--- src/rtl/tsb_pkg.sv ---
package tsb_pkg;
  typedef enum logic [1:0] {
    OP_STORE  = 2'd0,
    OP_LOAD   = 2'd1,
    OP_FENCE  = 2'd2,
    OP_ATOMIC = 2'd3
  } tsb_op_e;
endpackage

--- src/rtl/tsb_fifo.sv ---
module tsb_fifo #(
  parameter int DEPTH = 4,
  parameter int AW    = 8,
  parameter int DW    = 32,
  localparam int PW   = (DEPTH > 1) ? $clog2(DEPTH) : 1
) (
  input  logic                clk,
  input  logic                rst_n,
  input  logic                push,
  input  logic [AW-1:0]       push_addr,
  input  logic [DW-1:0]       push_data,
  input  logic                pop,
  output logic [AW-1:0]       head_addr,
  output logic [DW-1:0]       head_data,
  output logic                empty,
  output logic                full,
  output logic [PW-1:0]       rd_ptr,
  output logic [DEPTH-1:0]    slot_valid,
  output logic [DEPTH*AW-1:0] slot_addr,
  output logic [DEPTH*DW-1:0] slot_data
);
  logic [AW-1:0] addr_q [DEPTH];
  logic [DW-1:0] data_q [DEPTH];
  logic [DEPTH-1:0] vld_q;
  logic [PW-1:0] wr_q, rd_q;
  logic [PW:0]   cnt_q;

  always_ff @(posedge clk) begin
    if (!rst_n) begin
      wr_q  <= '0;
      rd_q  <= '0;
      cnt_q <= '0;
      vld_q <= '0;
    end else begin
      if (push) begin
        addr_q[wr_q] <= push_addr;
        data_q[wr_q] <= push_data;
        vld_q[wr_q]  <= 1'b1;
        wr_q         <= (wr_q == PW'(DEPTH - 1)) ? '0 : wr_q + 1'b1;
      end
      if (pop) begin
        vld_q[rd_q] <= 1'b0;
        rd_q        <= (rd_q == PW'(DEPTH - 1)) ? '0 : rd_q + 1'b1;
      end
      cnt_q <= cnt_q + (PW+1)'(push) - (PW+1)'(pop);
    end
  end

  assign empty      = (cnt_q == '0);
  assign full       = (cnt_q == (PW+1)'(DEPTH));
  assign head_addr  = addr_q[rd_q];
  assign head_data  = data_q[rd_q];
  assign rd_ptr     = rd_q;
  assign slot_valid = vld_q;

  for (genvar g = 0; g < DEPTH; g++) begin : g_flat
    assign slot_addr[g*AW +: AW] = addr_q[g];
    assign slot_data[g*DW +: DW] = data_q[g];
  end

  assert_no_overflow_R3: assert property (@(posedge clk) disable iff (!rst_n)
    push |-> !full);
  assert_pop_nonempty_R4: assert property (@(posedge clk) disable iff (!rst_n)
    pop |-> !empty);
endmodule

--- src/rtl/tsb_fwd.sv ---
module tsb_fwd #(
  parameter int DEPTH = 4,
  parameter int AW    = 8,
  parameter int DW    = 32,
  localparam int PW   = (DEPTH > 1) ? $clog2(DEPTH) : 1
) (
  input  logic [AW-1:0]       look_addr,
  input  logic [PW-1:0]       rd_ptr,
  input  logic [DEPTH-1:0]    slot_valid,
  input  logic [DEPTH*AW-1:0] slot_addr,
  input  logic [DEPTH*DW-1:0] slot_data,
  output logic                hit,
  output logic [DW-1:0]       hit_data
);
  logic [PW-1:0] idx;

  // Walk from oldest to youngest; a later match replaces an earlier one.
  always_comb begin
    hit      = 1'b0;
    hit_data = '0;
    idx      = rd_ptr;
    for (int i = 0; i < DEPTH; i++) begin
      idx = PW'((int'(rd_ptr) + i) % DEPTH);
      if (slot_valid[idx] && slot_addr[idx*AW +: AW] == look_addr) begin
        hit      = 1'b1;
        hit_data = slot_data[idx*DW +: DW];
      end
    end
  end
endmodule

--- src/rtl/tso_store_buffer.sv ---
module tso_store_buffer
  import tsb_pkg::*;
#(
  parameter int DEPTH = 4,
  parameter int AW    = 8,
  parameter int DW    = 32,
  localparam int PW   = (DEPTH > 1) ? $clog2(DEPTH) : 1
) (
  input  logic          clk,
  input  logic          rst_n,
  input  logic          req_valid,
  output logic          req_ready,
  input  logic [1:0]    req_op,
  input  logic [AW-1:0] req_addr,
  input  logic [DW-1:0] req_wdata,
  output logic          rsp_valid,
  output logic [DW-1:0] rsp_data,
  output logic          fence_done,
  output logic          mem_req,
  output logic          mem_we,
  output logic [AW-1:0] mem_addr,
  output logic [DW-1:0] mem_wdata,
  input  logic          mem_gnt,
  input  logic [DW-1:0] mem_rdata
);
  tsb_op_e op;
  logic is_store, is_load, is_fence, is_atomic;
  logic empty, full, push, pop, fire;
  logic fwd_hit, load_mem, atomic_go, core_port;
  logic [AW-1:0] head_addr;
  logic [DW-1:0] head_data, fwd_data;
  logic [PW-1:0] rd_ptr;
  logic [DEPTH-1:0]    slot_valid;
  logic [DEPTH*AW-1:0] slot_addr;
  logic [DEPTH*DW-1:0] slot_data;

  assign op        = tsb_op_e'(req_op);
  assign is_store  = (op == OP_STORE);
  assign is_load   = (op == OP_LOAD);
  assign is_fence  = (op == OP_FENCE);
  assign is_atomic = (op == OP_ATOMIC);

  tsb_fifo #(.DEPTH(DEPTH), .AW(AW), .DW(DW)) u_fifo (
    .clk, .rst_n, .push, .push_addr(req_addr), .push_data(req_wdata),
    .pop, .head_addr, .head_data, .empty, .full, .rd_ptr,
    .slot_valid, .slot_addr, .slot_data
  );

  tsb_fwd #(.DEPTH(DEPTH), .AW(AW), .DW(DW)) u_fwd (
    .look_addr(req_addr), .rd_ptr, .slot_valid, .slot_addr, .slot_data,
    .hit(fwd_hit), .hit_data(fwd_data)
  );

  // Core-side accesses own the port ahead of the drain.
  assign load_mem  = req_valid && is_load && !fwd_hit;
  assign atomic_go = req_valid && is_atomic && empty;
  assign core_port = load_mem || atomic_go;

  assign mem_req   = core_port || !empty;
  assign mem_we    = core_port ? is_atomic : 1'b1;
  assign mem_addr  = core_port ? req_addr  : head_addr;
  assign mem_wdata = core_port ? req_wdata : head_data;
  assign pop       = !core_port && !empty && mem_gnt;

  always_comb begin
    unique case (op)
      OP_STORE:  req_ready = !full;
      OP_LOAD:   req_ready = fwd_hit || mem_gnt;
      OP_FENCE:  req_ready = empty;
      OP_ATOMIC: req_ready = empty && mem_gnt;
      default:   req_ready = 1'b0;
    endcase
  end

  assign fire = req_valid && req_ready;
  assign push = fire && is_store;

  always_ff @(posedge clk) begin
    if (!rst_n) begin
      rsp_valid  <= 1'b0;
      rsp_data   <= '0;
      fence_done <= 1'b0;
    end else begin
      rsp_valid  <= fire && (is_load || is_atomic);
      fence_done <= fire && is_fence;
      if (fire && (is_load || is_atomic))
        rsp_data <= (is_load && fwd_hit) ? fwd_data : mem_rdata;
    end
  end

  assert_load_rsp_R5: assert property (@(posedge clk) disable iff (!rst_n)
    (fire && is_load) |=> rsp_valid);
  assert_fwd_no_read_R6: assert property (@(posedge clk) disable iff (!rst_n)
    (req_valid && is_load && fwd_hit) |-> (!mem_req || mem_we));
  assert_fence_drained_R7: assert property (@(posedge clk) disable iff (!rst_n)
    fence_done |-> $past(empty));
  assert_atomic_drained_R8: assert property (@(posedge clk) disable iff (!rst_n)
    (fire && is_atomic) |-> empty);
endmodule

--- config.mk ---
export PLATFORM = sky130hd
export DESIGN_NAME = tso_store_buffer
export DESIGN_NICKNAME = d
export VERILOG_FILES = /design/src/rtl/tsb_pkg.sv /design/src/rtl/tsb_fifo.sv /design/src/rtl/tsb_fwd.sv /design/src/rtl/tso_store_buffer.sv
export SDC_FILE = /design/constraint.sdc
export NUM_CORES = 1
export LEC_CHECK = 0
export ABC_AREA = 1
export BUFFER_PORTS_ARGS = -buffer_cell sky130_fd_sc_hd__buf_2
export CELL_PAD_IN_SITES_DETAIL_PLACEMENT = 2
export CELL_PAD_IN_SITES_GLOBAL_PLACEMENT = 2
export CORE_AREA = 3 3 185 260
export CTS_CLUSTER_DIAMETER = 80
export DETAILED_ROUTE_END_ITERATION = 7
export DIE_AREA = 0 0 188 263
export GPL_ROUTABILITY_DRIVEN = 0
export PLACE_DENSITY = 0.76
export SYNTH_ARGS = -nofsm -noshare
export SYNTH_HDL_FRONTEND = slang
export SYNTH_SLANG_ARGS = --single-unit
--- constraint.sdc ---
create_clock -name clk -period 4.05 [get_ports clk]
set_input_delay 0.405 -clock clk [delete_from_list [all_inputs] [get_ports clk]]
set_output_delay 0.405 -clock clk [all_outputs]
set_load 0.01 [all_outputs]
==> metrics, run 1 <==
outcome finished clean; Pwr Density 564 nW/µm²; ys flop type edfxtp_1; Mapped Avg Cell Area around 7.4 µm²; Die Y 263 µm; critical path's slowest cell dfxtp_1; max-slew violations 0; DRC 0; largest cells by area after synthesis edfxtp_1 (34%), nand2_1 (18%), mux2i_1 (9.0%); number of global-route vias before repair between 15,000 and 20,000; clock tree sinks 207; CTS buffer count 26; FP Rows 93; clk buf depth 3; synth cell count leaders nand2_1 (689), edfxtp_1 (160), inv_1 (138), o21ai_0 (138), mux2i_1 (127); cells after synthesis between 1,500 and 2,000; max incr delay on CP roughly 0.36 ns; Final Instance Area approximately 17,000 µm²; effective utilization at floorplan 30.9%; kind of critical path reg2out; total track usage 22.3%; via count between 10,000 and 15,000; worst slack at placement 0.179 ns; worst-path fanout max 19; Setup TNS 0 ns; HP Class in2reg; hold_sp req_wdata[1]; worst path required time 3.64 ns; RR Startpoint u_fifo.rd_ptr[1]$_SDFFE_PN0N_; crit start category flip-flop; worst relative slew slack around 28%; post-DP HPWL 38.8 mm; TritonCTS clock tree done; CP Cell Sequence clkinv_2 > ha_4 > buf_12 > nand3_1 > nand3_1 > nand2_1 > nor2_1 > nand3_1 > nor2_4 > nor2_1 > nand2_2 > inv_2 > nand3_2 > buf_4 > nand2_2 > inv_1 > buf_8 > nand2_1 > o21ai_1 > buf_2; Worst-Skew Late Latency 0.55 ns; cell leakage power a little over 7 nW; Layout Skew 0.0183 ns; Async SR Flop Fraction 0%; placed instance area 15,500 µm²; die area between 40,000 and 50,000 µm²; filler cell count 5,388; CP most frequent cell nand3_1; Seq/Total Area, Yosys between 40% and 50%; syn_nets slightly above 2,000; largest area contributor in the netlist edfxtp_1; minimum clock period 3.86 ns; number of nets in the layout roughly 2,100; Setup WS post-layout approximately 0.19 ns; crit end category output pin; Worst EP arrival about 3.5 ns; Max Clock Freq roughly 260 MHz; CP top delay family simple AND/OR/NAND/NOR gates; Setup Fix Bufs, Post-CTS 0; final period utilization 95.3%; root buf cell clkbuf_16; Core ar. roughly 46,000 µm²; DR WL/cell between 20 and 25 µm; PortBufs 154; layout cells sized above 1 approximately 15%; unrepaired setup endpoints after global routing false; first-pass GRT wire length roughly 87 mm; H-tree levels 1; Worst-path clk slew 0.06 ns; gr ovfl total 0; Ports roughly 160; number of max-cap violations 0; worst setup path start u_fifo.rd_ptr[1]$_SDFFE_PN0N_; Slew @ Worst Pin roughly 1.1 ns; Post-synth EDFFs 160; post-DR vias/cell about 5.3; count leader, synth nand2_1; Hold Violations, Final 0; flops & latches, synth about 210; largest net degree at the start of global routing about 120; CP bufs+invs 7; diode count 0; Antenna Nets Post-Route 0; die width 188 µm; Max IR drop VDD slightly below 0.4 mV; drt first pass iters 4; WL final between 50 and 60 mm; Synth warnings 0; Mapped Area 14,200 µm²; Syn-to-layout area delta 16.3%; setup violators final 0; Synth cell types 37; antenna violations before repair 1; DRT iter0 DRCs between 500 and 600; Synth top area share between 30% and 40%
-- power by group --
group	total [mW]	leakage [nW]	internal (mW)	switching (mW)
clock network	2.41	0.424	1.43	0.978
registers	2.44	1.83	2.38	0.0616
logic	4.47	4.81	1.50	2.97
-- worst paths after layout --
check | to | slack [ns] | cells after the start
max | mem_addr[4] | 0.19 | 20
min | u_fifo.data_q[3][1]$_DFFE_PP_ | 0.09 | 1
max reg2reg | u_fifo.cnt_q[2]$_SDFF_PN0_ | 0.45 | 22
min reg2reg | rsp_data[3]$_SDFFE_PN0P_ | 0.48 | 2
-- layout make-up --
cell class / instances / area (µm²) / area share (%)
multi-input combinational: 1442 / 7390 / 44.7
tap: 617 / 772 / 4.68
sequential: 207 / 5750 / 34.8
timing repair buffer: 188 / 1150 / 6.96
clock inverter: 13 / 103 / 0.621
inverter: 147 / 559 / 3.39
clock buffer: 35 / 788 / 4.77
-- cell usage in the layout, fill, tap and decap left out, types with 2 or more instances in the layout --
| cell | netlist | routed |
|---|---|---|
| nand3_2 | 2 | 2 |
| nor2_2 | 1 | 2 |
| a31oi_1 | 24 | 24 |
| a21oi_1 | 88 | 88 |
| ha_1 | 10 | 9 |
| o22ai_1 | 7 | 7 |
| or2_2 | 32 | 32 |
| nand2_1 | 689 | 688 |
| a21oi_2 | 9 | 9 |
| o21ai_0 | 138 | 133 |
| buf_4 | 4 | 23 |
| mux2i_1 | 127 | 127 |
| buf_12 | 0 | 9 |
| nand3b_1 | 5 | 5 |
| clkinvlp_4 | 0 | 5 |
| nor2_4 | 2 | 8 |
| nand2_4 | 2 | 2 |
| edfxtp_1 | 160 | 160 |
| o21ai_1 | 63 | 66 |
| nand3_1 | 100 | 100 |
| nand2_2 | 1 | 2 |
| inv_1 | 138 | 135 |
| nor2_1 | 99 | 92 |
| clkinv_2 | 0 | 5 |
| clkbuf_16 | 0 | 29 |
| o21ai_2 | 0 | 2 |
| xor2_1 | 3 | 2 |
| clkinv_1 | 0 | 3 |
| dfxtp_1 | 47 | 45 |
| clkbuf_1 | 55 | 2 |
| o21a_1 | 4 | 4 |
| inv_2 | 9 | 9 |
| a32o_1 | 28 | 28 |
| buf_2 | 43 | 154 |
| clkbuf_8 | 0 | 4 |
| inv_6 | 0 | 2 |
| o211ai_1 | 2 | 2 |
-- per-layer routing --
metal	track usage (%)	share of wire, %	vias to the layer above
met5	0	0	-
met4	11.3	5.5	0
met3	1.84	2.3	105
met2	44.4	56	197
met1	22.7	37	7027
li1	-	-	6586
-- state kept, by name (all words and copies together), names as in the netlist, named ones only --
name               flops
fence_done             1
u_fifo.rd_ptr          2
rsp_data              32
u_fifo.wr_q            2
u_fifo.data_q        128
rsp_valid              1
u_fifo.slot_valid      4
u_fifo.addr_q         32
u_fifo.cnt_q           3
-- logic make-up after synthesis --
family	after synthesis	synth area share [%]
simple gates	936	26.8
compound gates	364	14.5
buf+inv	274	8.05
flops	207	40.5
mux	127	8.95
fa+ha+maj	11	1.02
xor+xnor	4	0.247
-- repair_timing --
action / in CTS / in global routing
hold buffers: 0 / 0
resized for setup: 8 / 17
endpoints found under the setup margin: 34 / 42
-- per-stage QoR --
step / util [%] / total power [mW] / hold slack, ns / cells
floorplan: - / 5.53 / 0.452 / 1923
global placement: 33.8 / 6.70 / 0.468 / 2601
detailed placement: 33.8 / 6.92 / 0.474 / 2601
CTS: 35.8 / 9.40 / 0.0695 / 2649
global route: 35.9 / 9.98 / 0.0803 / 2649
finish: 35.9 / 9.32 / 0.0942 / 2649
(Power assumes the default switching activity.)
==> run 2, diff against run 1 <==
--- a/config.mk
+++ b/config.mk
@@ -13,8 +13,7 @@
 export CTS_CLUSTER_DIAMETER = 80
 export DETAILED_ROUTE_END_ITERATION = 7
 export DIE_AREA = 0 0 188 263
-export GPL_ROUTABILITY_DRIVEN = 0
-export PLACE_DENSITY = 0.76
+export PLACE_DENSITY_LB_ADDON = 0.15
 export SYNTH_ARGS = -nofsm -noshare
 export SYNTH_HDL_FRONTEND = slang
 export SYNTH_SLANG_ARGS = --single-unit
==> run 2 against run 1 <==
  * Sequential power about the same
  * Routed wire length shrank 1.6%
  * Register-to-register slack improved by 0.09 ns
  * Highest routed layer unchanged
==> metrics, run 2 (synthesis results as in run 1) <==
post-DR vias/cell 5.19 (-1.3%); Reg area 5750 µm² (unchanged); layout cells sized above 1 14.8% (-0.26 points); number of nets in the layout 2,103 (+0.095%); Max Clock Freq 264 MHz (+1.9%); Die Y 263 µm (unchanged); kind of critical path reg2out; Setup TNS 0 ns (unchanged); Biggest register u_fifo.data_q; total track usage 22.0% (-0.29 points); Layout Skew 0.0124 ns (-0.00589 ns); cell leakage power 7.06 nW (about the same); CTS buffer count 26 (unchanged); clock tree sinks 207 (unchanged); HP Class in2reg; effective utilization at floorplan 30.9% (unchanged); minimum clock period 3.79 ns (-0.0703 ns); max-slew violations 0 (unchanged); RR Startpoint u_fifo.rd_ptr[1]$_SDFFE_PN0N_; unrepaired setup endpoints after global routing false; Antenna Nets Post-Route 0 (unchanged); worst-path fanout max 38 (+19); Ports 155 (unchanged); gr ovfl total 0 (unchanged); worst slack at placement 0.345 ns (+0.165 ns); FP Rows 93 (unchanged); Slew @ Worst Pin 1.04 ns (-0.0440 ns); Syn-to-layout area delta 16.0%; Worst EP arrival 3.39 ns (-0.07 ns); WL final 55.5 mm (-1.6%); Worst-path clk slew 0.06 ns (about the same); Hold Violations, Final 0 (unchanged); DR WL/cell 20.9 µm (-1.7%); final period utilization 93.6% (-1.7 points); total power 9.37 mW (+0.55%); Placer Congestion between 0.7 and 0.8; commonest non-fill, non-tap cell in the layout nand2_1; Max IR drop VDD 0.354 mV (-8.6%); setup violators final 0 (unchanged); TritonCTS clock tree done; die area 49,400 µm² (unchanged); H-tree levels 1 (unchanged); Final Instance Area 16,500 µm² (-0.22%); drt first pass iters 4 (unchanged); Setup WS post-layout 0.260 ns (+0.0703 ns); outcome finished clean; hold_sp req_wdata[6]; number of max-cap violations 0 (unchanged); CTS Hold Bufs 0 (unchanged); most frequent cells in the layout nand2_1 (688), edfxtp_1 (160), buf_2 (154), o21ai_0 (137), inv_1 (134); crit start category flip-flop; PortBufs 154 (unchanged); first-pass GRT wire length 85.8 mm (-1.2%); worst relative slew slack 30.6% (+3.0 points); number of global-route vias before repair 15,100 (-2.0%); die width 188 µm (unchanged); filler cell count 5,442 (+1.0%); antenna violations before repair 1 (unchanged); Core ar. 46,000 µm² (unchanged); Pwr Density 569 nW/µm² (+0.77%); largest net degree at the start of global routing 125 (+8.7%); placed instance area 15,500 µm² (-0.22%); worst setup path start u_fifo.rd_ptr[1]$_SDFFE_PN0N_; post-DP HPWL 37.7 mm (-2.7%); Multi-input gate area 7380 µm² (-0.17%); max reg flops 128 (unchanged); Worst-Skew Late Latency 0.56 ns (about the same); clk buf depth 3 (unchanged); DRC 0 (unchanged); non-filler instance count after layout 2,652 (+0.11%); placed cells 2,600 (-0.038%); root buf cell clkbuf_16; Final Util 35.8% (-0.079 points); largest registers u_fifo.data_q x128, rsp_data x32, u_fifo.addr_q x32; crit end category output pin; worst path required time 3.64 ns (about the same); DRT iter0 DRCs 572 (+10%); Hold Slack 0.0817 ns (-0.0125 ns); via count 13,800 (-1.2%)
## run 2: changes by cell type in the layout (fill, tap and decap cells not counted), moves of 2 or more
cell	delta
buf_4	+5
buf_12	-4
clkbuf_8	-4
clkinv_1	+4
o21ai_0	+4
bufinv_16	+3
clkinvlp_4	-3
o21ai_1	-2
o21ai_2	-2
## run 2: what timing repair did
item / in CTS / in global routing
gates resized for setup: 4 / 7
endpoints found under the hold margin: 0 / 0
setup endpoints to repair: 7 / 25
buffers inserted: 0 / 2
cloned: 0 / 1
## run 2: layout make-up
type	instances	share of cell area, %
diodes	1	0.0152
clock buffers	29	4.15
clock inverters	19	1.22
inverters	147	3.41
multi-input cells	1442	44.8
flip-flops and latches	207	34.9
well taps	617	4.69
repair buffers	190	6.85
## run 2: path summary, 6_finish.rpt
path | endpoint | slack [ns] | cells past startpoint
min | u_fifo.data_q[0][6]$_DFFE_PP_ | 0.08 | 1
min reg2reg | rsp_data[5]$_SDFFE_PN0P_ | 0.49 | 2
max reg2reg | u_fifo.cnt_q[2]$_SDFF_PN0_ | 0.54 | 22
max | mem_wdata[0] | 0.26 | 19
## run 2: metal layers
| metal | wire, µm | track usage [%] | vias up |
|---|---|---|---|
| met3 | 1240 | 1.92 | 84 |
| li1 | - | - | 6596 |
| met5 | 0 | 0 | - |
| met4 | 2190 | 8.64 | 0 |
| met2 | 30900 | 43.6 | 162 |
| met1 | 21300 | 23.5 | 6912 |
## run 2: critical path, cell delays in order, from the launching register on
cell      delay, ns
dfxtp_1        0.35
clkinv_2       0.09
ha_4           0.36
buf_12         0.17
nand3_1        0.11
nand2_1        0.09
nand2_1        0.06
nand2_1        0.06
nor2_1         0.04
nand3_1        0.15
nor2_4         0.05
nor2_1         0.15
nand2_2        0.12
inv_2          0.07
nand3_2        0.11
nand2_4        0.14
buf_12         0.21
nand2_1        0.08
o21ai_1        0.17
buf_2          0.21
## run 2: power by group
group	switching (mW)	total [mW]	internal [mW]
combinational	2.95	4.49	1.55
clock	0.969	2.44	1.47
sequential	0.0631	2.44	2.38
total	3.98	9.37	5.39
